$ cat src/rtl/icu_pkg.sv
package icu_pkg;
    localparam int unsigned NSRC_DEF = 5;
    localparam int unsigned DW_DEF   = 8;
    localparam int unsigned MODE_DEF = 7;

    typedef enum int unsigned {
        SRC_TMR_A = 0,
        SRC_TMR_B = 1,
        SRC_ALARM = 2,
        SRC_SER   = 3,
        SRC_EXT   = 4
    } src_idx_e;
endpackage

$ cat src/rtl/icu_mask_reg.sv
module icu_mask_reg #(
    parameter int unsigned NSRC     = icu_pkg::NSRC_DEF,
    parameter int unsigned DW       = icu_pkg::DW_DEF,
    parameter int unsigned MODE_BIT = icu_pkg::MODE_DEF
) (
    input  logic            clk,
    input  logic            rst_n,
    input  logic            wr_en,
    input  logic [DW-1:0]   wdata,
    output logic [NSRC-1:0] mask_o
);
    typedef struct packed {
        logic [NSRC-1:0] mask;
    } state_t;

    state_t          st_d, st_q;
    logic [NSRC-1:0] bit_nxt;
    logic            set_mode;
    logic            unused_dc;

    assign set_mode  = wdata[MODE_BIT];
    assign unused_dc = ^wdata[MODE_BIT-1:NSRC];

    for (genvar i = 0; i < NSRC; i++) begin : g_bit
        assign bit_nxt[i] = (wr_en && wdata[i]) ? set_mode : st_q.mask[i];
    end

    always_comb begin
        st_d      = st_q;
        st_d.mask = bit_nxt;
    end

    always_ff @(posedge clk or negedge rst_n) begin
        if (!rst_n) st_q <= '0;
        else        st_q <= st_d;
    end

    assign mask_o = st_q.mask;

    assert_mask_set_R1: assert property (@(posedge clk) disable iff (!rst_n)
        (wr_en && wdata[MODE_BIT]) |=> ((mask_o & $past(wdata[NSRC-1:0])) == $past(wdata[NSRC-1:0])));
    assert_mask_clr_R2: assert property (@(posedge clk) disable iff (!rst_n)
        (wr_en && !wdata[MODE_BIT]) |=> ((mask_o & $past(wdata[NSRC-1:0])) == '0));
    assert_mask_hold_R3: assert property (@(posedge clk) disable iff (!rst_n)
        1'b1 |=> ((mask_o & ~($past(wdata[NSRC-1:0]) & {NSRC{$past(wr_en)}}))
               == ($past(mask_o) & ~($past(wdata[NSRC-1:0]) & {NSRC{$past(wr_en)}}))));
endmodule

$ cat src/rtl/icu_flag_latch.sv
module icu_flag_latch #(
    parameter int unsigned NSRC = icu_pkg::NSRC_DEF
) (
    input  logic            clk,
    input  logic            rst_n,
    input  logic [NSRC-1:0] ev_i,
    input  logic            clr_i,
    output logic [NSRC-1:0] flags_o
);
    typedef struct packed {
        logic [NSRC-1:0] flags;
    } state_t;

    state_t st_d, st_q;

    always_comb begin
        st_d = st_q;
        if (clr_i) st_d.flags = '0;
        st_d.flags = st_d.flags | ev_i;
    end

    always_ff @(posedge clk or negedge rst_n) begin
        if (!rst_n) st_q <= '0;
        else        st_q <= st_d;
    end

    assign flags_o = st_q.flags;

    assert_flag_latch_R4: assert property (@(posedge clk) disable iff (!rst_n)
        (ev_i != '0) |=> ((flags_o & $past(ev_i)) == $past(ev_i)));
    assert_read_clear_R7: assert property (@(posedge clk) disable iff (!rst_n)
        (clr_i && ev_i == '0) |=> (flags_o == '0));
    assert_keep_event_R8: assert property (@(posedge clk) disable iff (!rst_n)
        (clr_i && ev_i != '0) |=> (flags_o == $past(ev_i)));
endmodule

$ cat src/rtl/icu_status_view.sv
module icu_status_view #(
    parameter int unsigned NSRC   = icu_pkg::NSRC_DEF,
    parameter int unsigned DW     = icu_pkg::DW_DEF,
    parameter int unsigned IR_BIT = icu_pkg::MODE_DEF
) (
    input  logic [NSRC-1:0] flags_i,
    input  logic [NSRC-1:0] mask_i,
    output logic [DW-1:0]   rdata_o,
    output logic            ir_o
);
    always_comb begin
        ir_o                  = |(flags_i & mask_i);
        rdata_o               = '0;
        rdata_o[NSRC-1:0]     = flags_i;
        rdata_o[IR_BIT]       = ir_o;
    end
endmodule

$ cat src/rtl/irq_ctrl_top.sv
module irq_ctrl_top #(
    parameter int unsigned NSRC     = icu_pkg::NSRC_DEF,
    parameter int unsigned DW       = icu_pkg::DW_DEF,
    parameter int unsigned MODE_BIT = icu_pkg::MODE_DEF
) (
    input  logic            clk,
    input  logic            rst_n,
    input  logic            wr_en,
    input  logic            rd_en,
    input  logic [DW-1:0]   wdata,
    output logic [DW-1:0]   rdata,
    input  logic [NSRC-1:0] ev_pulse,
    output logic            irq_n
);
    logic [NSRC-1:0] mask;
    logic [NSRC-1:0] flags;
    logic            ir;

    icu_mask_reg #(.NSRC(NSRC), .DW(DW), .MODE_BIT(MODE_BIT)) u_mask (
        .clk(clk), .rst_n(rst_n), .wr_en(wr_en), .wdata(wdata), .mask_o(mask)
    );

    icu_flag_latch #(.NSRC(NSRC)) u_flags (
        .clk(clk), .rst_n(rst_n), .ev_i(ev_pulse), .clr_i(rd_en), .flags_o(flags)
    );

    icu_status_view #(.NSRC(NSRC), .DW(DW), .IR_BIT(MODE_BIT)) u_view (
        .flags_i(flags), .mask_i(mask), .rdata_o(rdata), .ir_o(ir)
    );

    assign irq_n = ~ir;

    assert_irq_idle_R6: assert property (@(posedge clk) disable iff (!rst_n)
        ((flags & mask) == '0) |-> (irq_n && !rdata[MODE_BIT]));
    assert_irq_active_R6: assert property (@(posedge clk) disable iff (!rst_n)
        ((flags & mask) != '0) |-> (!irq_n && rdata[MODE_BIT]));
    assert_zero_bits_R5: assert property (@(posedge clk) disable iff (!rst_n)
        rdata[MODE_BIT-1:NSRC] == '0);
endmodule

$ cat config.mk
export PLATFORM = sky130hd
export DESIGN_NAME = irq_ctrl_top
export DESIGN_NICKNAME = d
export VERILOG_FILES = /design/src/rtl/icu_pkg.sv /design/src/rtl/icu_mask_reg.sv /design/src/rtl/icu_flag_latch.sv /design/src/rtl/icu_status_view.sv /design/src/rtl/irq_ctrl_top.sv
export SDC_FILE = /design/constraint.sdc
export NUM_CORES = 1
export LEC_CHECK = 0
export ABC_AREA = 1
export ABC_CLOCK_PERIOD_IN_PS = 1700
export BUFFER_PORTS_ARGS = -buffer_cell sky130_fd_sc_hd__buf_2
export CELL_PAD_IN_SITES_DETAIL_PLACEMENT = 0
export CELL_PAD_IN_SITES_GLOBAL_PLACEMENT = 1
export CORE_AREA = 2 2 42 44
export CTS_CLUSTER_SIZE = 12
export DETAILED_ROUTE_END_ITERATION = 16
export DIE_AREA = 0 0 44 46
export PLACE_DENSITY_LB_ADDON = 0.1
export SYNTH_ARGS = -nofsm -noshare
export SYNTH_HDL_FRONTEND = slang
export SYNTH_SLANG_ARGS = --single-unit
$ cat constraint.sdc
create_clock -name clk -period 1.7 [get_ports clk]
set_input_delay 0.085 -clock clk [delete_from_list [all_inputs] [get_ports clk]]
set_output_delay 0.085 -clock clk [all_outputs]
set_load 0.005 [all_outputs]
Word level (Yosys, flattened, before mapping)

Cells that the tools add are included.

Add/sub/neg operators: 0
Multipliers: 0
Divide/modulo/power cells: 0
$lt $le $gt $ge: 0
Eq/ne operators: 0
Shifts and indexed selects: 0
Mux-type cells: 1
Bitwise gates (word level): 3
Reductions and logical operators: 6

Operators with widths:

| cell               | number |
|---|---|
| AND 5 bit          | 1 |
| logical AND 1 bit  | 5 |
| 2-to-1 mux 5 bit   | 1 |
| bitwise OR 5 bit   | 1 |
| OR reduction 5 bit | 1 |
| NOT 1 bit          | 1 |

Flip-flop bits (word level): 10
Latch bits: 0
RAM bits: 0
Bits in read-only memories: 0
Input bits: 17
Output and inout bits: 9
Word-level logic and storage cells: 16
Memories: 0

Longest topological paths before layout

Word-level depth: 3
Mapped depth: 5
Gate-level depth less buffers: 4

By module

A second synthesis with hierarchy kept.

Cells, all modules: 68
Area, all modules: 514.2 µm²

Modules (own cells, without submodules):

| module          | times used | cells each | area an instance (µm²) | sequential area each (µm²) |
|---|---|---|---|---|
| icu_mask_reg    | 1          | 26         | 220.2                  | 125.1 |
| icu_flag_latch  | 1          | 21         | 185.2                  | 125.1 |
| icu_status_view | 1          | 20         | 105.1                  | 0.0 |
| irq_ctrl_top    | 1          | 1          | 3.8                    | 0.0 |

Worst setup path after synthesis

OpenSTA, ideal clock, no wires.

Path type: register -> output
Start: register u_flags.st_q, in the netlist u_flags.flags_o[3]
End: output port rdata[7]
Arrival time: 0.752 ns
Required time: 1.615 ns
Slack: 0.863 ns
Stages on the path, launching flop included: 6
Buffers on the path: 1
Cell sequence: dfrtp_1 > nand2_1 > nand2_1 > nor2_1 > nand2_1 > buf_4

Cells in the longest elaborated chain, start to end: 2

Ends and longest elaborated chain:

| item                     | line                  | text |
|---|---|---|
| start: declaration       | icu_flag_latch.sv:14  | `state_t st_d, st_q;` |
| start signal: assignment | icu_flag_latch.sv:24  | `else st_q <= st_d;` |
| AND 5 bit                | icu_status_view.sv:12 | `ir_o = \|(flags_i & mask_i);` |
| OR reduction 5 bit       | icu_status_view.sv:12 |  |
| end: declaration         | irq_ctrl_top.sv:11    | `output logic [DW-1:0] rdata,` |

Every way passes these cells.

Worst setup path in the final report

Start: register u_flags.st_q, in the netlist u_flags.flags_o[1]
End: output port rdata[7]

The elaborated chain is that of the path after synthesis.

==> results.md <==
- STA classifies the critical path startpoint as a flip-flop.
- The portion of synthesized area spent on multiplexers is 0.
- Counting distinct cell types in the post-synthesis netlist gives 9.
- Summed over all layers, the routed wires come to 885 µm.
- The clock transition time at the flip-flop clock pins of the worst setup and hold paths is 0.07 ns.
- The max-slew violation count is 0.
- The area enclosed by the die boundary is 2020 µm².
- From left edge to right edge, the die measures between 40 and 50 µm.
- The post-detailed-route wirelength per cell is 9.52 µm.
- TritonCTS built the clock tree.
- Buffers placed on the I/O ports in this run total 21.
- The largest net degree at the start of global routing is 11.
- The depth of the worst register-to-register path is 2.
- The required arrival time at the worst endpoint is 1.62 ns.
- The share of the synthesized netlist area taken by xor and xnor gates is 0.
- The run finished with clean final reports.
- Of the cells placed in the final design, the portion with a size suffix greater than 1 is 0.316.
- The number of antenna diodes in the final layout is 0.
- The combinational family with the most area after synthesis is simple AND/OR/NAND/NOR gates.
- The adder-cell share of the synthesized area is 0.
- Clock tree synthesis found a total of 10 sinks.
- The synthesized-area fraction occupied by and/or/nand/nor cells is 0.178.
- The category of the critical setup timing path is reg2out.
- On the final layout, the worst clock skew is 0 ns.
- After synthesis, the mean cell area works out to 8.48 µm².
- The routed layout has 385 vias.
- The placed instance count is 89.
- The number of optimization iterations in the first detailed-route pass is 4.
- Of all nets on the critical path, the largest fanout is 3.
- The worst path in the final design needs a cycle of 1.13 ns, including I/O delays and setup.
- After the last flow step, the layout net total stands at 95.
- The number of hold-slack violations in the final timing report came to 0.
- The number of setup buffers added after CTS is 0.
- The area added between synthesis and finish is 31.2%.
- The ratio of final minimum period to clock period is 0.665.
- Hold is met by 0.0157 ns.
- The clock latency on the worst-skew pair is 0.26 ns.
- After technology mapping, the gate count stands at 53.
- The initialized floorplan defines 15 standard-cell rows.
- The max-cap violation count is 0.
- The cell area after synthesis is 449 µm².
- The flip-flop and latch count after synthesis is 10.
- The warning count from the yosys run is 0.
- The initial detailed-routing violation count is 3.
- Using the TritonRoute via totals, the vias-per-cell ratio works out to 4.14.
- For this configuration, the core starts out at a cell density of 0.278.
- The total setup violations reported at the end of the flow is 0.
- The total overflow reported by the global router is 0.
- The maximum clock frequency is 884 MHz.
- The wire length of the first global-routing pass is between 1000 and 1500 µm.
- In this run the number of H-tree levels came out at 1.
- The total power density per cell area is 887 nW/µm².
- The worst-case IR drop observed on VDD is 0.547 mV.
- The sequential share of the synthesized area is 0.557.
- The non-filler instance count after layout is 93.
- The complex-gate fraction of the synthesized area came to 0.139.
- For the final routed database, the setup TNS stands at 0 ns.
- For this design the top-level I/O count stands at 26.
- The core region is 1610 µm².
- The arrival time of data at the critical path endpoint is 1.05 ns.
- The maximum buffer depth of the clock tree is 2.
- Setup repair after global routing left no endpoint under its margin.
- Across every metal layer, demand over resource in global routing totals 0.107.
- The number of buffers created by CTS is 3.
- The number of remaining DRC errors is 0.
- The worst register-to-register path has a setup slack of 1.08 ns.
- CTS placed an instance of clkbuf_4 at the clock tree root.
- The number of antenna violations at the first check in global routing came to 0.
- The analysis attributes to cell leakage a power of 0.000348 µW.
- The via count of the first global-routing pass came to 368.
- In this run the worst hold path is classified as in2reg.
- The congestion estimate from routability-driven global placement came to 0.659.
- The endpoint class of the critical path is an output port.
- In this run the remaining antenna-violating nets after routing total 0.
- The floorplan step set the die height to 46 µm.
- The cell area after layout is 589 µm².
- After detailed placement, the total cell area comes to 557 µm².
- The worst hold path cell count is 2.
- The post-route total power is 523 µW.
## placed cells by master (no fill, tap or decap)
cell type	instances
nor2_1	2
nand3_1	1
nand2_1	18
inv_1	8
o21ai_1	5
dlygate4sd3_1	1
dfrtp_1	10
buf_2	21
clkbuf_4	3
o21bai_1	5
conb_1	2
## per-layer routing
layer | global-route usage | share of wire | vias to the layer above
met1 | 0.127 | 0.46 | 169
met4 | 0.0182 | 0 | 0
met2 | 0.165 | 0.45 | 14
met5 | 0 | 0 | -
met3 | 0.0714 | 0.094 | 0
li1 | - | - | 202
## stage by stage
stage                util  setup slack, ns
floorplan               -            0.863
global placement    0.345            0.851
detailed placement  0.345            0.850
CTS                 0.365            0.560
global route        0.365            0.483
finish              0.365            0.569
## cell families after synthesis
| family | count (synthesis) |
|---|---|
| compound gates | 10 |
| flops | 10 |
| simple gates | 21 |
| other cells | 1 |
| buf+inv | 11 |
## synth_stat cells
library cell	instances	area [µm²]
buf_4	3	22.5
conb_1	1	3.75
dfrtp_1	10	250
inv_1	8	30.0
nand2_1	18	67.6
nand3_1	1	5.00
nor2_1	2	7.51
o21ai_1	5	25.0
o21bai_1	5	37.5
## layout make-up
| cell class | count | area (µm²) |
|---|---|---|
| flip-flops and latches | 10 | 250 |
| multi-input cells | 33 | 150 |
| well taps | 17 | 21.3 |
| clock buffers | 3 | 22.5 |
| repair buffers | 22 | 115 |
| inverters | 8 | 30.0 |
| fillers | 180 | 1020 |
## critical path: stages, from the launching register on
cell,delay [ns]
dfrtp_1,0.40
nand2_1,0.09
nand2_1,0.05
nor2_1,0.08
nand2_1,0.05
buf_2,0.12
## report_power, final
part	switching, µW	leakage (µW)	internal (µW)
Combinational	46.9	0.000218	45.4
Sequential	13.6	0.000116	261
Clock	74.6	0.0000138	81.4
## final timing paths
path / from / endpoint
worst max-delay path: u_flags.flags_o[1] / rdata[7]
worst min register to register: u_mask.mask_o[0] / u_mask.mask_o[0]
min in group asynchronous: rst_n / u_mask.mask_o[0]
worst min-delay path: ev_pulse[1] / u_flags.flags_o[1]
max in group asynchronous: rst_n / u_flags.flags_o[4]
worst max register to register: u_flags.flags_o[0] / u_flags.flags_o[0]
## flip-flops by register name, summed over array words and instances (netlist names)
signal / flops
u_mask.mask_o: 5
u_flags.flags_o: 5
## repair_timing
item | CTS | global route
hold buffers | 1 | 0
endpoints found under the hold margin | 10 | 0
resized for setup | 0 | 0
Note: power is estimated with default switching activity, not from simulation.
